### src/rtl/imask_pkg.sv
package imask_pkg;
  localparam int LvlW = 2;
  localparam logic [LvlW-1:0] LvlKernel = 2'd0;
  localparam logic [LvlW-1:0] LvlUser   = 2'd3;

  // strobes from the control to the datapath
  typedef struct packed {
    logic            invertAll;
    logic            sweepEn;
    logic [LvlW-1:0] lvl;       // level in force for this edge
  } ctrl_t;
endpackage

### src/rtl/imask_ctrl.sv
module imask_ctrl
  import imask_pkg::*;
#(
  parameter int NumSets = 64,
  localparam int SetW = $clog2(NumSets)
) (
  input  logic            clk,
  input  logic            rstN,
  input  logic [LvlW-1:0] curLevel,
  input  logic            levelChg,
  output ctrl_t           ctrl,
  output logic [SetW-1:0] sweepSet,
  output logic            busy
);
  localparam logic [SetW-1:0] LastSet = SetW'(NumSets - 1);

  logic [LvlW-1:0] curLvlQ;
  logic [SetW-1:0] sweepIdx;
  logic            busyQ;
  logic            realChg;
  logic            midLvl;
  logic            startSweep;

  // levels 1 and 2 are the ones whose encodings have differing bits
  assign realChg    = levelChg && (curLevel != curLvlQ);
  assign midLvl     = (curLevel[0] ^ curLevel[1]) || (curLvlQ[0] ^ curLvlQ[1]);
  assign startSweep = realChg && (busyQ || midLvl);

  always_comb begin
    ctrl.invertAll = realChg && !busyQ && !midLvl;
    ctrl.sweepEn   = busyQ;
    ctrl.lvl       = levelChg ? curLevel : curLvlQ;
  end

  always_ff @(posedge clk) begin
    if (!rstN) begin
      curLvlQ  <= LvlKernel;
      sweepIdx <= '0;
      busyQ    <= 1'b0;
    end else begin
      if (realChg) curLvlQ <= curLevel;
      if (startSweep) begin
        busyQ    <= 1'b1;
        sweepIdx <= '0;
      end else if (busyQ) begin
        if (sweepIdx == LastSet) busyQ <= 1'b0;
        sweepIdx <= sweepIdx + 1'b1;
      end
    end
  end

  assign sweepSet = sweepIdx;
  assign busy     = busyQ;


  sweep_len_chk: assert property (@(posedge clk) disable iff (!rstN)
    $fell(busyQ) |-> ($past(sweepIdx) == LastSet));


  swap_no_stall_chk: assert property (@(posedge clk) disable iff (!rstN)
    (levelChg && !busyQ && (curLevel != curLvlQ)
     && (curLevel == LvlKernel || curLevel == LvlUser)
     && (curLvlQ == LvlKernel || curLvlQ == LvlUser)) |=> !busyQ);


  sweep_restart_chk: assert property (@(posedge clk) disable iff (!rstN)
    (busyQ && levelChg && (curLevel != curLvlQ)) |=> (busyQ && sweepIdx == '0));
endmodule

### src/rtl/imask_dpath.sv
module imask_dpath
  import imask_pkg::*;
#(
  parameter int NumSets = 64,
  parameter int NumWays = 8,
  localparam int SetW = $clog2(NumSets),
  localparam int WayW = $clog2(NumWays)
) (
  input  logic               clk,
  input  logic               rstN,
  input  ctrl_t              ctrl,
  input  logic [SetW-1:0]    sweepSet,
  input  logic               busy,
  input  logic               fillValid,
  input  logic [SetW-1:0]    fillSet,
  input  logic [WayW-1:0]    fillWay,
  input  logic               fetchValid,
  input  logic [SetW-1:0]    fetchSet,
  output logic [NumWays-1:0] wayEn
);
  logic [LvlW-1:0]    lvlTag [NumSets][NumWays];
  logic [NumWays-1:0] validQ [NumSets];
  logic [NumWays-1:0] maskQ  [NumSets];
  logic [NumWays-1:0] sweepRow;

  // level compare for the swept set, one comparator per way
  for (genvar w = 0; w < NumWays; w++) begin : g_cmp
    assign sweepRow[w] = (lvlTag[sweepSet][w] == ctrl.lvl);
  end

  always_ff @(posedge clk) begin
    if (!rstN) begin
      for (int s = 0; s < NumSets; s++) begin
        validQ[s] <= '0;
        maskQ[s]  <= '0;
        for (int w = 0; w < NumWays; w++) lvlTag[s][w] <= LvlKernel;
      end
    end else begin
      if (ctrl.invertAll)
        for (int s = 0; s < NumSets; s++) maskQ[s] <= ~maskQ[s];
      if (ctrl.sweepEn) maskQ[sweepSet] <= sweepRow;
      // install last: a fill sees the level change of its own cycle
      if (fillValid) begin
        lvlTag[fillSet][fillWay] <= ctrl.lvl;
        validQ[fillSet][fillWay] <= 1'b1;
        maskQ[fillSet][fillWay]  <= 1'b1;  // new tag equals the level in force
      end
    end
  end

  assign wayEn = (fetchValid && !busy) ? (maskQ[fetchSet] & validQ[fetchSet]) : '0;


  fill_enables_chk: assert property (@(posedge clk) disable iff (!rstN)
    fillValid |=> (maskQ[$past(fillSet)][$past(fillWay)] && validQ[$past(fillSet)][$past(fillWay)]));


  invert_set0_chk: assert property (@(posedge clk) disable iff (!rstN)
    (ctrl.invertAll && !(fillValid && fillSet == '0)) |=> (maskQ[0] == ~$past(maskQ[0])));


  sweep_set0_chk: assert property (@(posedge clk) disable iff (!rstN)
    (ctrl.sweepEn && sweepSet == '0 && !(fillValid && fillSet == '0))
      |=> (maskQ[0][0] == ($past(lvlTag[0][0]) == $past(ctrl.lvl))));
endmodule

### src/rtl/imask_top.sv
module imask_top
  import imask_pkg::*;
#(
  parameter int NumSets = 64,
  parameter int NumWays = 8,
  localparam int SetW = $clog2(NumSets),
  localparam int WayW = $clog2(NumWays)
) (
  input  logic               clk,
  input  logic               rstN,
  input  logic [1:0]         curLevel,
  input  logic               levelChg,
  input  logic               fillValid,
  input  logic [SetW-1:0]    fillSet,
  input  logic [WayW-1:0]    fillWay,
  input  logic               fetchValid,
  input  logic [SetW-1:0]    fetchSet,
  output logic               busy,
  output logic [NumWays-1:0] wayEn
);
  ctrl_t           ctrl;
  logic [SetW-1:0] sweepSet;

  imask_ctrl #(.NumSets(NumSets)) u_ctrl (
    .clk(clk), .rstN(rstN), .curLevel(curLevel), .levelChg(levelChg),
    .ctrl(ctrl), .sweepSet(sweepSet), .busy(busy)
  );

  imask_dpath #(.NumSets(NumSets), .NumWays(NumWays)) u_dpath (
    .clk(clk), .rstN(rstN), .ctrl(ctrl), .sweepSet(sweepSet), .busy(busy),
    .fillValid(fillValid), .fillSet(fillSet), .fillWay(fillWay),
    .fetchValid(fetchValid), .fetchSet(fetchSet), .wayEn(wayEn)
  );
endmodule

### config.mk
export PLATFORM = sky130hd
export DESIGN_NAME = imask_top
export DESIGN_NICKNAME = d
export VERILOG_FILES = /design/src/rtl/imask_pkg.sv /design/src/rtl/imask_ctrl.sv /design/src/rtl/imask_dpath.sv /design/src/rtl/imask_top.sv
export SDC_FILE = /design/constraint.sdc
export NUM_CORES = 2
export LEC_CHECK = 0
export BUFFER_PORTS_ARGS = -buffer_cell sky130_fd_sc_hd__buf_2
export CAP_MARGIN = 10
export CORE_UTILIZATION = 60
export CTS_BUF_LIST = sky130_fd_sc_hd__clkbuf_4
export CTS_CLUSTER_DIAMETER = 40
export DETAILED_ROUTE_END_ITERATION = 7
export PLACE_DENSITY = 0.77
export RECOVER_POWER = 100
export SLEW_MARGIN = 20
export SYNTH_ARGS = -nofsm -noshare
export SYNTH_HDL_FRONTEND = slang
export SYNTH_HIERARCHICAL = 1
export SYNTH_SLANG_ARGS = --single-unit
### constraint.sdc
create_clock -name clk -period 3.45 [get_ports clk]
set_clock_uncertainty 0.15 [all_clocks]
set_input_delay 0 -clock clk [delete_from_list [all_inputs] [get_ports clk]]
set_output_delay 0 -clock clk [all_outputs]
set_load 0.1 [all_outputs]
==> reports/qor.txt <==
====================================================================================
Outcome ............................................................... finished with violations
Violations in the final reports ....................................... design-rule violations, max-capacitance violations, max-slew violations, negative setup slack
Hold Path Sink ........................................................ u_dpath/lvlTag[37][14]
Number of antenna violations at the first check in global routing .....           19
GRT Overall Usage .....................................................        42.1%
Share of the clock period used by the worst path ......................         118%
Highest fanout seen on the critical path ..............................          237
Yosys warning count ...................................................            6
Count of port buffers added during placement ..........................           30
Post-synthesis average cell area ......................................     10.1 um2
Final Hold Slack ......................................................     0.133 ns
Worst Reg2Reg Path Length in Cells ....................................           16
Total global routing overflow .........................................            0
Crit path max-delay family ............................................ buffers and inverters
Proportion of synthesized flip-flops having asynchronous set or reset .           0%
Area Growth Syn to Fin ................................................        17.8%
Final design utilization ..............................................        71.4%
Clock Root Buffer ..................................................... sky130_fd_sc_hd__clkbuf_4
Maximum number of pins on one net before global-route repair ..........          238
Routed WL per cell ....................................................      28.5 um
P per Cell Area .......................................................   487 nW/um2
Leakage Power .........................................................      53.7 nW
Initial Utilization ...................................................        60.6%
Worst-Margin Slew .....................................................      3.02 ns
Post-synth EDFFs ......................................................         1024
Minimum clock period ..................................................      4.08 ns
Clock-pin slew on the worst setup and hold paths ......................      0.08 ns
Source of the worst register-to-register timing path .................. u_ctrl/sweepSet[0]
Clock latency on the worst-skew pair ..................................      1.43 ns
Buf+Inv Stages, Crit Path .............................................            6
Horizontal extent of the die ..........................................       408 um
Number of buffers added by the clock tree synthesis step ..............          563
RSZ-0062 raised after global routing ..................................          yes
Number of hold-slack violations in the final timing report ............            0
Post-route insts no fill ..............................................        12747
Detailed Route Iter0 Violations .......................................        14991
Tightest slew margin relative to the limit ............................        -101%
Number of endpoints failing setup at the final stage ..................          906
Pre-CTS setup slack ...................................................    -0.808 ns
Number of nets still failing antenna checks after routing .............            0
FP Rows ...............................................................          148
H-Tree Depth ..........................................................            6
Post-synthesis instance total .........................................         9774
Wire length of the first global-routing pass ..........................    524000 um
Startpoint type of the worst setup path ............................... primary input
Half-perimeter wire length after placement ............................    217000 um
DR vias ...............................................................        85498
Hold WC Path Type .....................................................       in2reg
Routability congestion estimate from global placement .................         1.01
I/O Pins ..............................................................           31
Bufs on Longest Clock Path ............................................            4
Maximum ir drop on the vdd rail .......................................       419 uV
Primary FF master, synth .............................................. sky130_fd_sc_hd__dfxtp_1
Pre-antenna DRT Iters .................................................            8
Fillers ...............................................................        10855
Worst stage delay on the critical path ................................      1.83 ns
Reg-to-reg critical path endpoint ..................................... u_dpath/maskQ[42][7]
Die Span Y ............................................................       408 um
Crit Path Class .......................................................       in2reg
# placed instances ....................................................        11509
Capturing element type of the critical path ...........................    flip-flop
Layout cells sized above 1 ............................................        25.0%
Core ar. ..............................................................   163000 um2
Cell chain of the critical path ....................................... dlygate4sd3_1 -> dlygate4sd3_1 -> buf_8 -> buf_12 -> clkbuf_4 -> clkbuf_4 -> nand2_1
Total wire length .....................................................    364000 um
Sink count of the clock tree ..........................................         2057
Max Fclk ..............................................................      245 MHz
WP data arrival .......................................................      4.86 ns
Hold path depth .......................................................            4
Post-detailed-route via-to-cell ratio .................................         6.71
Final Max Tran Viols ..................................................          813
Total Nets Final ......................................................        10170
Number of storage elements in the synthesis netlist ...................         2057
Startpoint of the tightest hold check path ............................  curLevel[0]
Sequential share of the synthesized area ..............................        52.0%
TritonCTS clock tree ..................................................          yes
Required time of the critical path ....................................      4.23 ns
Number of max-capacitance violations reported .........................            5
DRC violation count after routing .....................................           59
Synth Net Count .......................................................         9797
Post-synthesis instance area ..........................................    98800 um2
Critical path's slowest cell .......................................... sky130_fd_sc_hd__clkbuf_4
Die Outline Area ......................................................   166000 um2
Number of different library cells in the post-synthesis netlist .......           76
Reg-to-reg setup timing slack .........................................     -0.60 ns
Number of global-route vias before repair .............................        82484
Slack of the critical path ............................................    -0.632 ns
====================================================================================
==> metal layers <==
| metal | wire length (um) | GRT usage (%) |
|---|---|---|
| met1 | 120000 | 50.9 |
| met2 | 156000 | 61.5 |
| met3 | 55500 | 14.7 |
| met4 | 33000 | 32.9 |
| met5 | 240 | 0 |
==> per-stage QoR <==
step	area (um2)	power, mW	TNS, ns
global route	116000	58.2	-282.63
CTS	116000	56.3	-133.18
floorplan	99000	30.5	0
detailed placement	103000	32.2	-264.51
finish	116000	56.7	-296.70
global placement	103000	32.1	-310.18
==> power by group <==
| group | total [mW] | switching [mW] | internal (mW) |
|---|---|---|---|
| clock network | 22.5 | 10.6 | 11.9 |
| registers | 26.7 | 0.420 | 26.3 |
| logic | 7.46 | 4.49 | 2.97 |
==> synth_stat cells (35+ instances only) <==
cell type / instances / area, um2
sky130_fd_sc_hd__buf_2: 59 / 295
sky130_fd_sc_hd__nand3_1: 733 / 3670
sky130_fd_sc_hd__nor2_1: 138 / 518
sky130_fd_sc_hd__nand2b_1: 136 / 851
sky130_fd_sc_hd__mux2i_1: 189 / 1890
sky130_fd_sc_hd__o211ai_2: 420 / 5260
sky130_fd_sc_hd__buf_1: 37 / 139
sky130_fd_sc_hd__o211ai_1: 87 / 653
sky130_fd_sc_hd__clkbuf_1: 821 / 3080
sky130_fd_sc_hd__o21ai_0: 200 / 1000
sky130_fd_sc_hd__a22oi_1: 136 / 1020
sky130_fd_sc_hd__a21oi_1: 109 / 546
sky130_fd_sc_hd__and3_1: 1048 / 6560
sky130_fd_sc_hd__edfxtp_1: 1024 / 30700
sky130_fd_sc_hd__buf_6: 68 / 766
sky130_fd_sc_hd__mux4_2: 141 / 3180
sky130_fd_sc_hd__dfxtp_1: 1033 / 20700
sky130_fd_sc_hd__o311ai_2: 60 / 976
sky130_fd_sc_hd__nand2_1: 2429 / 9120
sky130_fd_sc_hd__xor2_1: 516 / 4520
sky130_fd_sc_hd__a31oi_1: 35 / 219
==> worst max-delay path by stage <==
stage / cells past startpoint / startpoint / slack, ns / to
2_1_floorplan: 7 / fetchSet[2] / 0.25 / wayEn[3]
3_5_place_dp: 14 / u_ctrl/sweepSet[0] / -0.81 / u_dpath/maskQ[41][0]
5_1_grt: 7 / u_dpath/validQ[0][1] / -0.53 / wayEn[1]
4_1_cts: 7 / u_dpath/maskQ[31][5] / -0.52 / wayEn[5]
3_3_place_gp: 12 / u_ctrl/sweepSet[0] / -1.20 / u_dpath/maskQ[55][3]
6_report: 7 / rstN / -0.63 / u_dpath/lvlTag[47][2]
==> area by class of cell <==
cell class / count / area, um2 / area share, %
Antenna cell: 16 / 40.0 / 0.0344
Clock buffer: 898 / 6740 / 5.79
Clock inverter: 76 / 373 / 0.320
Inverter: 6 / 25.0 / 0.0215
Multi-Input combinational cell: 6696 / 45200 / 38.8
Sequential cell: 2057 / 51500 / 44.2
Tap cell: 2175 / 2720 / 2.34
Timing Repair Buffer: 823 / 9800 / 8.42
==> sequential cells by signal, summed over array words and instances, names as in the netlist <==
register and flops:
u_dpath/validQ 512, u_ctrl/sweepSet 6, u_dpath/maskQ 512, u_ctrl/curLvlQ 2, u_dpath/lvlTag 1024, u_ctrl/busy 1
==> kinds of logic after synthesis <==
| logic type | Yosys count | synth area share, % |
|---|---|---|
| simple gates | 4595 | 21.9 |
| mux | 366 | 5.54 |
| fa+ha+maj | 1 | 0.0127 |
| flops | 2057 | 52.0 |
| buf+inv | 1021 | 4.57 |
| compound gates | 1214 | 11.4 |
| xor+xnor | 520 | 4.62 |
==> worst min-delay path, cell delays in order <==
cell	delay (ns)
sky130_fd_sc_hd__dlygate4sd3_1	0.54
sky130_fd_sc_hd__buf_2	0.13
sky130_fd_sc_hd__mux2_8	0.53
sky130_fd_sc_hd__and3_1	0.27
==> repair_timing <==
item,4_1_cts,5_1_grt
endpoints found under the hold margin,3081,0
gates resized for setup,451,249
setup endpoints to repair,520,620
buffers inserted,132,44
hold buffers,47,0
pin swaps,376,152
cloned,71,2
==> layout by cell type (no fill, tap or decap), types with 18 or more instances in the layout <==
cell type	n
sky130_fd_sc_hd__o211ai_2	420
sky130_fd_sc_hd__a22oi_1	120
sky130_fd_sc_hd__o311ai_4	49
sky130_fd_sc_hd__nor2_1	109
sky130_fd_sc_hd__a21oi_4	23
sky130_fd_sc_hd__mux2i_1	185
sky130_fd_sc_hd__o211ai_1	87
sky130_fd_sc_hd__buf_6	49
sky130_fd_sc_hd__buf_8	19
sky130_fd_sc_hd__a21oi_2	34
sky130_fd_sc_hd__a211oi_1	22
sky130_fd_sc_hd__nand2b_1	119
sky130_fd_sc_hd__clkinv_1	59
sky130_fd_sc_hd__nand3_2	22
sky130_fd_sc_hd__xor2_1	515
sky130_fd_sc_hd__mux2_2	21
sky130_fd_sc_hd__dfxtp_1	981
sky130_fd_sc_hd__buf_4	446
sky130_fd_sc_hd__o21ai_0	157
sky130_fd_sc_hd__clkbuf_1	23
sky130_fd_sc_hd__a31oi_1	28
sky130_fd_sc_hd__a221oi_1	23
sky130_fd_sc_hd__buf_16	62
sky130_fd_sc_hd__o21ai_1	34
sky130_fd_sc_hd__nand3_1	711
sky130_fd_sc_hd__nand2_1	2421
sky130_fd_sc_hd__edfxtp_1	1024
sky130_fd_sc_hd__dlygate4sd3_1	44
sky130_fd_sc_hd__mux4_2	141
sky130_fd_sc_hd__and3_1	1046
sky130_fd_sc_hd__clkbuf_4	902
sky130_fd_sc_hd__a311oi_1	24
sky130_fd_sc_hd__a221o_1	18
sky130_fd_sc_hd__dfxtp_2	49
sky130_fd_sc_hd__a21oi_1	53
sky130_fd_sc_hd__buf_12	149
Power figures use the tool's default switching activity.
